==> config.mk <==
export PLATFORM = sky130hd
export DESIGN_NAME = cond_render_eval
export DESIGN_NICKNAME = d
export VERILOG_FILES = /design/src/rtl/cre_pkg.sv /design/src/rtl/cre_word_cmp.sv /design/src/rtl/cre_verdict.sv /design/src/rtl/cre_fetch_ctl.sv /design/src/rtl/cond_render_eval.sv
export SDC_FILE = /design/constraint.sdc
export NUM_CORES = 1
export LEC_CHECK = 0
export BUFFER_PORTS_ARGS = -buffer_cell sky130_fd_sc_hd__buf_2
export CELL_PAD_IN_SITES_DETAIL_PLACEMENT = 0
export CELL_PAD_IN_SITES_GLOBAL_PLACEMENT = 1
export CORE_MARGIN = 5
export CORE_UTILIZATION = 28
export CTS_CLUSTER_DIAMETER = 30
export DETAILED_ROUTE_END_ITERATION = 6
export GPL_TIMING_DRIVEN = 0
export PLACE_DENSITY_LB_ADDON = 0.12
export SETUP_SLACK_MARGIN = 0.3
export SLEW_MARGIN = 30
export SYNTH_ARGS = -nofsm -noshare
export SYNTH_HDL_FRONTEND = slang
export SYNTH_SLANG_ARGS = --single-unit
==> constraint.sdc <==
create_clock -name clk -period 5.1 [get_ports clk]
set_input_delay 1.02 -clock clk [delete_from_list [all_inputs] [get_ports clk]]
set_output_delay 1.02 -clock clk [all_outputs]
set_load 0.02 [all_outputs]
==> src/rtl/cre_pkg.sv <==
package cre_pkg;

   typedef enum logic [1:0] {
      OVR_DEFER  = 2'd0,
      OVR_FORCE1 = 2'd1,
      OVR_FORCE0 = 2'd2,
      OVR_DEFER2 = 2'd3
   } ovr_t;

   typedef enum logic [2:0] {
      MD_OFF    = 3'd0,
      MD_ON     = 3'd1,
      MD_NZ     = 3'd2,
      MD_EQ     = 3'd3,
      MD_NE     = 3'd4
   } md_t;

   typedef enum logic [1:0] {
      ST_IDLE = 2'd0,
      ST_REQ  = 2'd1,
      ST_WAIT = 2'd2
   } st_t;

   function automatic logic needs_record(input logic [2:0] md);
      return (md == MD_NZ) || (md == MD_EQ) || (md == MD_NE);
   endfunction

   function automatic logic defers(input logic [1:0] ov);
      return (ov == OVR_DEFER) || (ov == OVR_DEFER2);
   endfunction

endpackage

==> src/rtl/cre_word_cmp.sv <==
module cre_word_cmp #(
   parameter int WIDTH  = 32,
   parameter int LANE_W = 8
) (
   input  logic [WIDTH-1:0] a,
   input  logic [WIDTH-1:0] b,
   output logic             same,
   output logic             a_nonzero
);
   localparam int LANES = WIDTH / LANE_W;

   if (WIDTH % LANE_W != 0) begin : g_bad_lane
      $error("cre_word_cmp: WIDTH must be a multiple of LANE_W");
   end
   if (LANE_W < 1) begin : g_bad_lw
      $error("cre_word_cmp: LANE_W must be positive");
   end

   logic [LANES-1:0] lane_eq;
   logic [LANES-1:0] lane_nz;

   for (genvar g = 0; g < LANES; g++) begin : g_lane
      assign lane_eq[g] = (a[g*LANE_W +: LANE_W] == b[g*LANE_W +: LANE_W]);
      assign lane_nz[g] = |a[g*LANE_W +: LANE_W];
   end

   assign same      = &lane_eq;
   assign a_nonzero = |lane_nz;
endmodule

==> src/rtl/cre_verdict.sv <==
module cre_verdict #(
   parameter int SEQ_W  = 32,
   parameter int MODE_W = 32,
   parameter int LANE_W = 8
) (
   input  logic [2:0]        md,
   input  logic [SEQ_W-1:0]  start_seq,
   input  logic [MODE_W-1:0] start_mode,
   input  logic [SEQ_W-1:0]  now_seq,
   input  logic [MODE_W-1:0] now_mode,
   output logic              verdict
);
   import cre_pkg::*;

   logic seq_same, seq_nz, mode_same, mode_nz;

   cre_word_cmp #(.WIDTH(SEQ_W), .LANE_W(LANE_W)) u_seq (
      .a(start_seq), .b(now_seq), .same(seq_same), .a_nonzero(seq_nz)
   );

   cre_word_cmp #(.WIDTH(MODE_W), .LANE_W(LANE_W)) u_mode (
      .a(start_mode), .b(now_mode), .same(mode_same), .a_nonzero(mode_nz)
   );

   always_comb begin
      unique case (md)
         MD_NZ:   verdict = seq_nz & mode_nz;
         MD_EQ:   verdict = seq_same & mode_same;
         MD_NE:   verdict = ~(seq_same & mode_same);
         default: verdict = 1'b1;
      endcase
   end
endmodule

==> src/rtl/cre_fetch_ctl.sv <==
module cre_fetch_ctl (
   input  logic clk,
   input  logic rst_n,
   input  logic start_fetch,
   input  logic fetch_ready,
   input  logic rsp_valid,
   output logic idle,
   output logic offering,
   output logic rsp_take
);
   import cre_pkg::*;

   st_t st_q, st_d;

   always_comb begin
      st_d = st_q;
      unique case (st_q)
         ST_IDLE: if (start_fetch) st_d = ST_REQ;
         ST_REQ:  if (fetch_ready) st_d = ST_WAIT;
         ST_WAIT: if (rsp_valid)   st_d = ST_IDLE;
         default: st_d = ST_IDLE;
      endcase
   end

   always_ff @(posedge clk) begin
      if (!rst_n) st_q <= ST_IDLE;
      else        st_q <= st_d;
   end

   assign idle     = (st_q == ST_IDLE);
   assign offering = (st_q == ST_REQ);
   assign rsp_take = (st_q == ST_WAIT) && rsp_valid;
endmodule

==> src/rtl/cond_render_eval.sv <==
module cond_render_eval #(
   parameter int SEQ_W      = 32,
   parameter int MODE_W     = 32,
   parameter int ADDR_W     = 40,
   parameter int LANE_W     = 8,
   parameter bit RESET_EN   = 1'b1
) (
   input  logic              clk,
   input  logic              rst_n,
   input  logic              eval_req,
   input  logic [1:0]        override_sel,
   input  logic [2:0]        mode_sel,
   input  logic [ADDR_W-1:0] cond_addr,
   output logic              fetch_req,
   output logic [ADDR_W-1:0] fetch_addr,
   input  logic              fetch_ready,
   input  logic              rsp_valid,
   input  logic [SEQ_W-1:0]  rsp_start_seq,
   input  logic [MODE_W-1:0] rsp_start_mode,
   input  logic [SEQ_W-1:0]  rsp_now_seq,
   input  logic [MODE_W-1:0] rsp_now_mode,
   output logic              exec_en,
   output logic              busy
);
   import cre_pkg::*;

   if (ADDR_W < 1 || SEQ_W < 1 || MODE_W < 1) begin : g_bad_w
      $error("cond_render_eval: widths must be positive");
   end

   logic idle, offering, rsp_take;
   logic accept, want_fetch, fixed_val, verdict;
   logic [2:0] md_q;
   logic [ADDR_W-1:0] addr_q;
   logic en_q;

   assign accept     = eval_req & idle;
   assign want_fetch = defers(override_sel) & needs_record(mode_sel);

   always_comb begin
      if (override_sel == OVR_FORCE1)      fixed_val = 1'b1;
      else if (override_sel == OVR_FORCE0) fixed_val = 1'b0;
      else if (mode_sel == MD_OFF)         fixed_val = 1'b0;
      else                                 fixed_val = 1'b1;
   end

   cre_fetch_ctl u_ctl (
      .clk(clk), .rst_n(rst_n),
      .start_fetch(accept & want_fetch),
      .fetch_ready(fetch_ready), .rsp_valid(rsp_valid),
      .idle(idle), .offering(offering), .rsp_take(rsp_take)
   );

   cre_verdict #(.SEQ_W(SEQ_W), .MODE_W(MODE_W), .LANE_W(LANE_W)) u_vd (
      .md(md_q),
      .start_seq(rsp_start_seq), .start_mode(rsp_start_mode),
      .now_seq(rsp_now_seq), .now_mode(rsp_now_mode),
      .verdict(verdict)
   );

   always_ff @(posedge clk) begin
      if (!rst_n) begin
         md_q   <= MD_OFF;
         addr_q <= '0;
         en_q   <= RESET_EN;
      end else if (accept) begin
         md_q   <= mode_sel;
         addr_q <= cond_addr;
         if (!want_fetch) en_q <= fixed_val;
      end else if (rsp_take) begin
         en_q   <= verdict;
      end
   end

   assign fetch_req  = offering;
   assign fetch_addr = addr_q;
   assign exec_en    = en_q;
   assign busy       = ~idle;
endmodule

## Yosys cells after proc, flatten, opt, wreduce, memory -nomap -nowiden

Cells that the tools add are included.

- Divide/modulo/power cells: 0
- $add $sub $neg: 0
- Equality and inequality tests: 23
- Reduce and logical (&&, ||, !) cells: 14
- Shift-type cells: 0
- $lt $le $gt $ge: 0
- Multipliers: 0
- Multiplexer cells: 11
- Bitwise logic cells: 7

Operators with widths:

| operator | number |
|---|---|
| == test 8 bit | 8 |
| OR reduction 32 bit | 2 |
| == test 3 x 2 -> 1 bit (second input constant) | 4 |
| AND reduction 4 bit | 2 |
| == test 2 bit (second input constant) | 3 |
| == test 3 bit (second input constant) | 2 |
| 2-to-1 mux 1 bit | 6 |
| 2-to-1 mux 2 bit | 3 |
| one-hot mux 2 bit (3 select lines) | 1 |
| AND 1 bit | 5 |
| == test 2 x 1 -> 1 bit (second input constant) | 2 |
| zero test 2 bit | 2 |
| != test 2 x 1 -> 1 bit (second input constant) | 2 |
| != test 2 bit (second input constant) | 2 |
| zero test 3 bit | 1 |
| logical OR 1 bit | 3 |
| one-hot mux 1 bit (3 select lines) | 1 |
| AND reduction 3 bit | 1 |
| inverter 1 bit | 2 |
| AND reduction 2 bit | 1 |
| nonzero test 2 bit | 1 |
| logical AND 1 bit | 1 |

- Latch bits: 0
- Bits in read-only memories: 0
- Memory bits (writable): 0
- Memories kept: 0
- Register bits: 46
- Logic and storage cells: 59
- Bits of input ports: 178

## Logic depth before layout (Yosys ltp)

- Depth after elaboration: 7
- Mapped depth: 7
- Gate-level depth less buffers: 7

## Cells and area by module

From an unflattened synthesis, not the netlist that was laid out.

- Cells, all modules: 328
- Area, all modules: 2672.6 µm²

By module, submodules not included:

| module | area each (µm²) | cells an instance | times used |
|---|---|---|---|
| cond_render_eval | 1704.1 | 203 | 1 |
| cre_word_cmp | 415.4 | 54 | 2 |
| cre_fetch_ctl | 98.8 | 11 | 1 |
| cre_verdict | 38.8 | 6 | 1 |

## Least setup slack after synthesis

OpenSTA, ideal clock, no wires.

- Path type: input to register
- Start: input rsp_now_seq[24]
- End: register en_q, in the netlist exec_en
- Path slack: 2796 ps
- Stages: 6
- Data arrival time: 2165 ps
- Data required time: 4962 ps
- Setup time: 138 ps
- Cells stage by stage: xor2_1 nor4_1 nand4_1 nor4_2 mux2i_1 o221ai_2

- Word-level cells in the longest chain between the ends: 7

Ends and longest elaborated chain:

| item | RTL line | source |
|---|---|---|
| start, declared | cond_render_eval.sv:20 | `input logic [SEQ_W-1:0] rsp_now_seq,` |
| == test 8 bit (*) | cre_word_cmp.sv:23 | `assign lane_eq[g] = (a[g*LANE_W +: LANE_W] == b[g*LANE_W +: LANE_W]);` |
| AND reduction 4 bit (*) | cre_word_cmp.sv:27 | `assign same = &lane_eq;` |
| AND 1 bit (*) | cre_verdict.sv:28, cre_verdict.sv:29 |  |
| inverter 1 bit | cre_verdict.sv:29 | `MD_NE: verdict = ~(seq_same & mode_same);` |
| one-hot mux 1 bit (3 select lines) (*) | cre_verdict.sv:26 | `unique case (md)` |
| 2-to-1 mux 1 bit (*) | cond_render_eval.sv:70 | `end else if (rsp_take) begin` |
| 2-to-1 mux 1 bit (*) | cond_render_eval.sv:66 | `end else if (accept) begin` |
| end signal, assigned | cond_render_eval.sv:69 | `if (!want_fetch) en_q <= fixed_val;` |
| end signal, assigned | cond_render_eval.sv:71 | `en_q <= verdict;` |
| end, declared | cond_render_eval.sv:35 | `logic en_q;` |

Every way passes the cells marked *; elsewhere a longest branch is shown, timed or not. The select of a mux whose other input is x is not followed.
A chain may end at the register's enable or synchronous reset.

## Final worst setup path

- Start: input rsp_start_seq[26]
- End: register en_q, in the netlist exec_en

- Word-level cells in the longest chain between the ends: 7
- Elaborated cells on any way between the ends: 9

Ends and longest elaborated chain:

| item | RTL line | source |
|---|---|---|
| start, declared | cond_render_eval.sv:18 | `input logic [SEQ_W-1:0] rsp_start_seq,` |
| == test 8 bit | cre_word_cmp.sv:23 |  |
| AND reduction 4 bit | cre_word_cmp.sv:27 |  |
| AND 1 bit | cre_verdict.sv:28, cre_verdict.sv:29 |  |
| inverter 1 bit | cre_verdict.sv:29 |  |
| one-hot mux 1 bit (3 select lines) (*) | cre_verdict.sv:26 |  |
| 2-to-1 mux 1 bit (*) | cond_render_eval.sv:70 |  |
| 2-to-1 mux 1 bit (*) | cond_render_eval.sv:66 |  |

Marks and branches as above.

==> results by group <==
Clock network
  – Sink Count: between 40 and 50
  – CTS buffer count: 5
  – H-tree Lvls: 2
  – Clock transition at path regs: 90 ps
  – Clock Tree Buf Depth: 2
  – Cts hold-fix bufs: 0
  – Root Buffer: clkbuf_8
  – Setup Buffers After CTS: 0
  – Post_cts resized: 0
  – Clk_lat worst skew: approximately 300 ps
  – CTS tree: done

Timing
  – RSZ-0062 raised after global routing: no
  – Post-route clock period utilization: a little under 50%
  – Fmax: about 400 MHz
  – Post-route minimum period: approximately 2500 ps
  – Hold violation total from the final report: 0
  – Setup ws final: between 2000 and 3000 ps
  – Setup-failing EPs final: 0
  – Rel. slew slack: between 60 and 70%
  – Slew @ Worst Pin: 533 ps
  – TNS Setup: 0 ps
  – Final Max Tran Viols: 0
  – Fin Hold WS: about 460 ps
  – Clock skew: roughly 11 ps

Worst setup path
  – Worst setup path end: exec_en$_SDFFE_PN1P_
  – R2r worst-path depth: 6
  – Setup crit end kind: flop
  – Worst setup path start: rsp_start_seq[26]
  – Setup crit start kind: input pin
  – Worst reg2reg path startpoint: u_ctl.st_q[0]$_SDFFE_PN0P_
  – Reg2reg end: fetch_addr[21]$_SDFFE_PN0P_
  – R2R setup slack: roughly 3500 ps
  – Worst setup path category: input pin to flop
  – Crit path arrival time: about 2700 ps
  – Crit path max fanout: 2
  – Worst Path Required: ~5300 ps

Power
  – Tot Pwr: between 0.8 and 0.9 mW
  – Psw: between 0.2 and 0.3 mW
  – P_int: around 0.60 mW
  – Maximum VDD drop: 0.148 mV
  – Clock power frac: a little over a quarter
  – Switching share of power: 30.8%
  – Power per Cell Area: approximately 220 nW/um^2
  – Sequential share of power: between 40% and 50%
  – Logic gate share of total power: 27.9%
  – LEAKAGE: slightly below 2 nW

Placement
  – I/O Buffers: around 220
  – Dpl hpwl: around 9400 um
  – Placed Area: roughly 4000 sq um
  – Dpl ws: about 2200 ps
  – Routability cong.: approximately 0.85
  – # placed instances: between 600 and 700

Detailed routing
  – Detailed Route Iter0 Violations: 111
  – Final antenna-violating net count: 0
  – Met2 Wirelength: 5680 um
  – Drt wl/cell: 16.0 um
  – Vias: 3030
  – Routed WL: approximately 11000 um
  – Drt drc: 0
  – Met3 Wirelength: about 1000 um
  – Top sig layer: met4
  – M1 WL: slightly above 4000 um
  – Via density: roughly 4.4
  – Drt pass-1 iters: 4

Logic synthesis
  – Synth warnings: 0
  – Synth Cell Area: 2650 sq um
  – Syn Area/Cell: about 8.1 sq um
  – Synth Flop Type: dfxtp_1
  – Register area share after synthesis: between 30% and 40%
  – Register bit total from synthesis: 46
  – Async set-reset flop share out of synthesis: 0%
  – Yosys cell types: 26
  – Count leader, synth: nand2_1
  – Post-synth EDFFs: 0
  – Syn_nets: about 510
  – Post-Synthesis Cells: about 330
  – Most frequent cells after synthesis: nand2_1, xor2_1, dfxtp_1
  – Area contributors post-synth: dfxtp_1, xor2_1, nand2_1, a21boi_0, nor4_1
  – Share of the synthesized area in the top cell type: 34.7%
  – Largest area contributor in the netlist: dfxtp_1

Flow run
  – Max Cap Viol: 0

Floorplanning
  – Die area: 11500 sq um
  – Core region area: 9240 sq um
  – Num rows: 35
  – DIE HEIGHT: 107 um
  – # IOs: 221
  – Initial Utilization: 28.7%
  – Die X: roughly 110 um

Global route
  – Global-route wire length before repair: about 16000 um
  – Pin count of the biggest net entering global routing: 14
  – Vias in the first global route: between 3000 and 4000
  – Gr ovfl total: 0
  – Initial antenna violation count: 0
  – All-layer global routing usage: 17.6%

Finish
  – Syn-to-layout area delta: 50.8%
  – Utilization of the core after routing: ~43%
  – # diodes: 0
  – Area of the multi-input gates: around 1700 sq um
  – Share of cells above drive strength 1: between 40% and 50%
  – Layout Nets: 733
  – Finished Layout Cells: just under 700
  – Fillcell total: 976
  – Design Area, Final: between 4000 and 5000 sq um
  – Sequential cell area: approximately 920 sq um

Outcome
  – Status: finished, final reports clean

Hold path
  – Worst hold path class: flop to flop
==> worst max-delay path, stage by stage <==
cell,delay (ps)
buf_2,120
xor2_1,150
nor4_1,430
nand4_1,200
nor4_2,400
mux2i_1,250
o221ai_2,100
==> area by class of cell <==
class | count | share of cell area (%)
Multi-Input combinational cell | 262 | 41.5
Timing Repair Buffer | 219 | 27.4
Sequential cell | 46 | 23.0
Clock inverter | 1 | 0.125
Tap cell | 129 | 4.03
Inverter | 5 | 0.469
Clock buffer | 7 | 2.16
Buffer | 14 | 1.34
==> cell usage in the layout, fill, tap and decap left out, drive strengths merged, types with 5 or more instances in the layout <==
master,Yosys,final
dfxtp,46,46
nor4,33,33
nand2,89,89
buf,5,224
clkbuf,9,16
a21boi,43,43
xor2,64,64
inv,5,5
nand4,8,8
==> cell families (layout without fill, tap and decap cells) <==
| group | count (synthesis) | after routing | share of synthesized area (%) |
|---|---|---|---|
| fa+ha+maj | 2 | 2 | 0.943 |
| flops | 46 | 46 | 34.7 |
| simple gates | 144 | 144 | 25.7 |
| mux | 1 | 1 | 0.377 |
| compound gates | 51 | 51 | 14.4 |
| xor+xnor | 64 | 64 | 21.1 |
| buf+inv | 19 | 246 | 2.73 |
==> state kept, by name, indices dropped and copies added (netlist names) <==
signal / cells
exec_en: 1
fetch_addr: 40
md_q: 3
u_ctl.st_q: 2
==> power by group through the flow <==
stage,Combinational [mW],Clock (mW),Sequential [mW]
4_1_cts,0.246,0.241,0.392
5_1_grt,0.266,0.257,0.395
3_5_place_dp,0.245,0,0.401
2_1_floorplan,0.0863,0,0.425
3_3_place_gp,0.242,0,0.399
6_report,0.242,0.232,0.392
==> layer usage <==
metal | track usage (%) | vias up
li1 | - | 1569
met1 | 18.2 | 1318
met2 | 34.5 | 134
met3 | 5.10 | 9
met4 | 4.06 | 0
met5 | 0 | -
==> how the worst min path moves through the flow <==
stage                                       end  cells past startpoint                         from
CTS                 fetch_addr[35]$_SDFFE_PN0P_                      2  fetch_addr[35]$_SDFFE_PN0P_
floorplan                  md_q[0]$_SDFFE_PN0P_                      2         md_q[0]$_SDFFE_PN0P_
finish              fetch_addr[35]$_SDFFE_PN0P_                      2  fetch_addr[35]$_SDFFE_PN0P_
global route        fetch_addr[20]$_SDFFE_PN0P_                      2  fetch_addr[20]$_SDFFE_PN0P_
global placement     fetch_addr[0]$_SDFFE_PN0P_                      2   fetch_addr[0]$_SDFFE_PN0P_
detailed placement  fetch_addr[35]$_SDFFE_PN0P_                      2  fetch_addr[35]$_SDFFE_PN0P_
No activity file was read; power rests on OpenSTA's default activity.
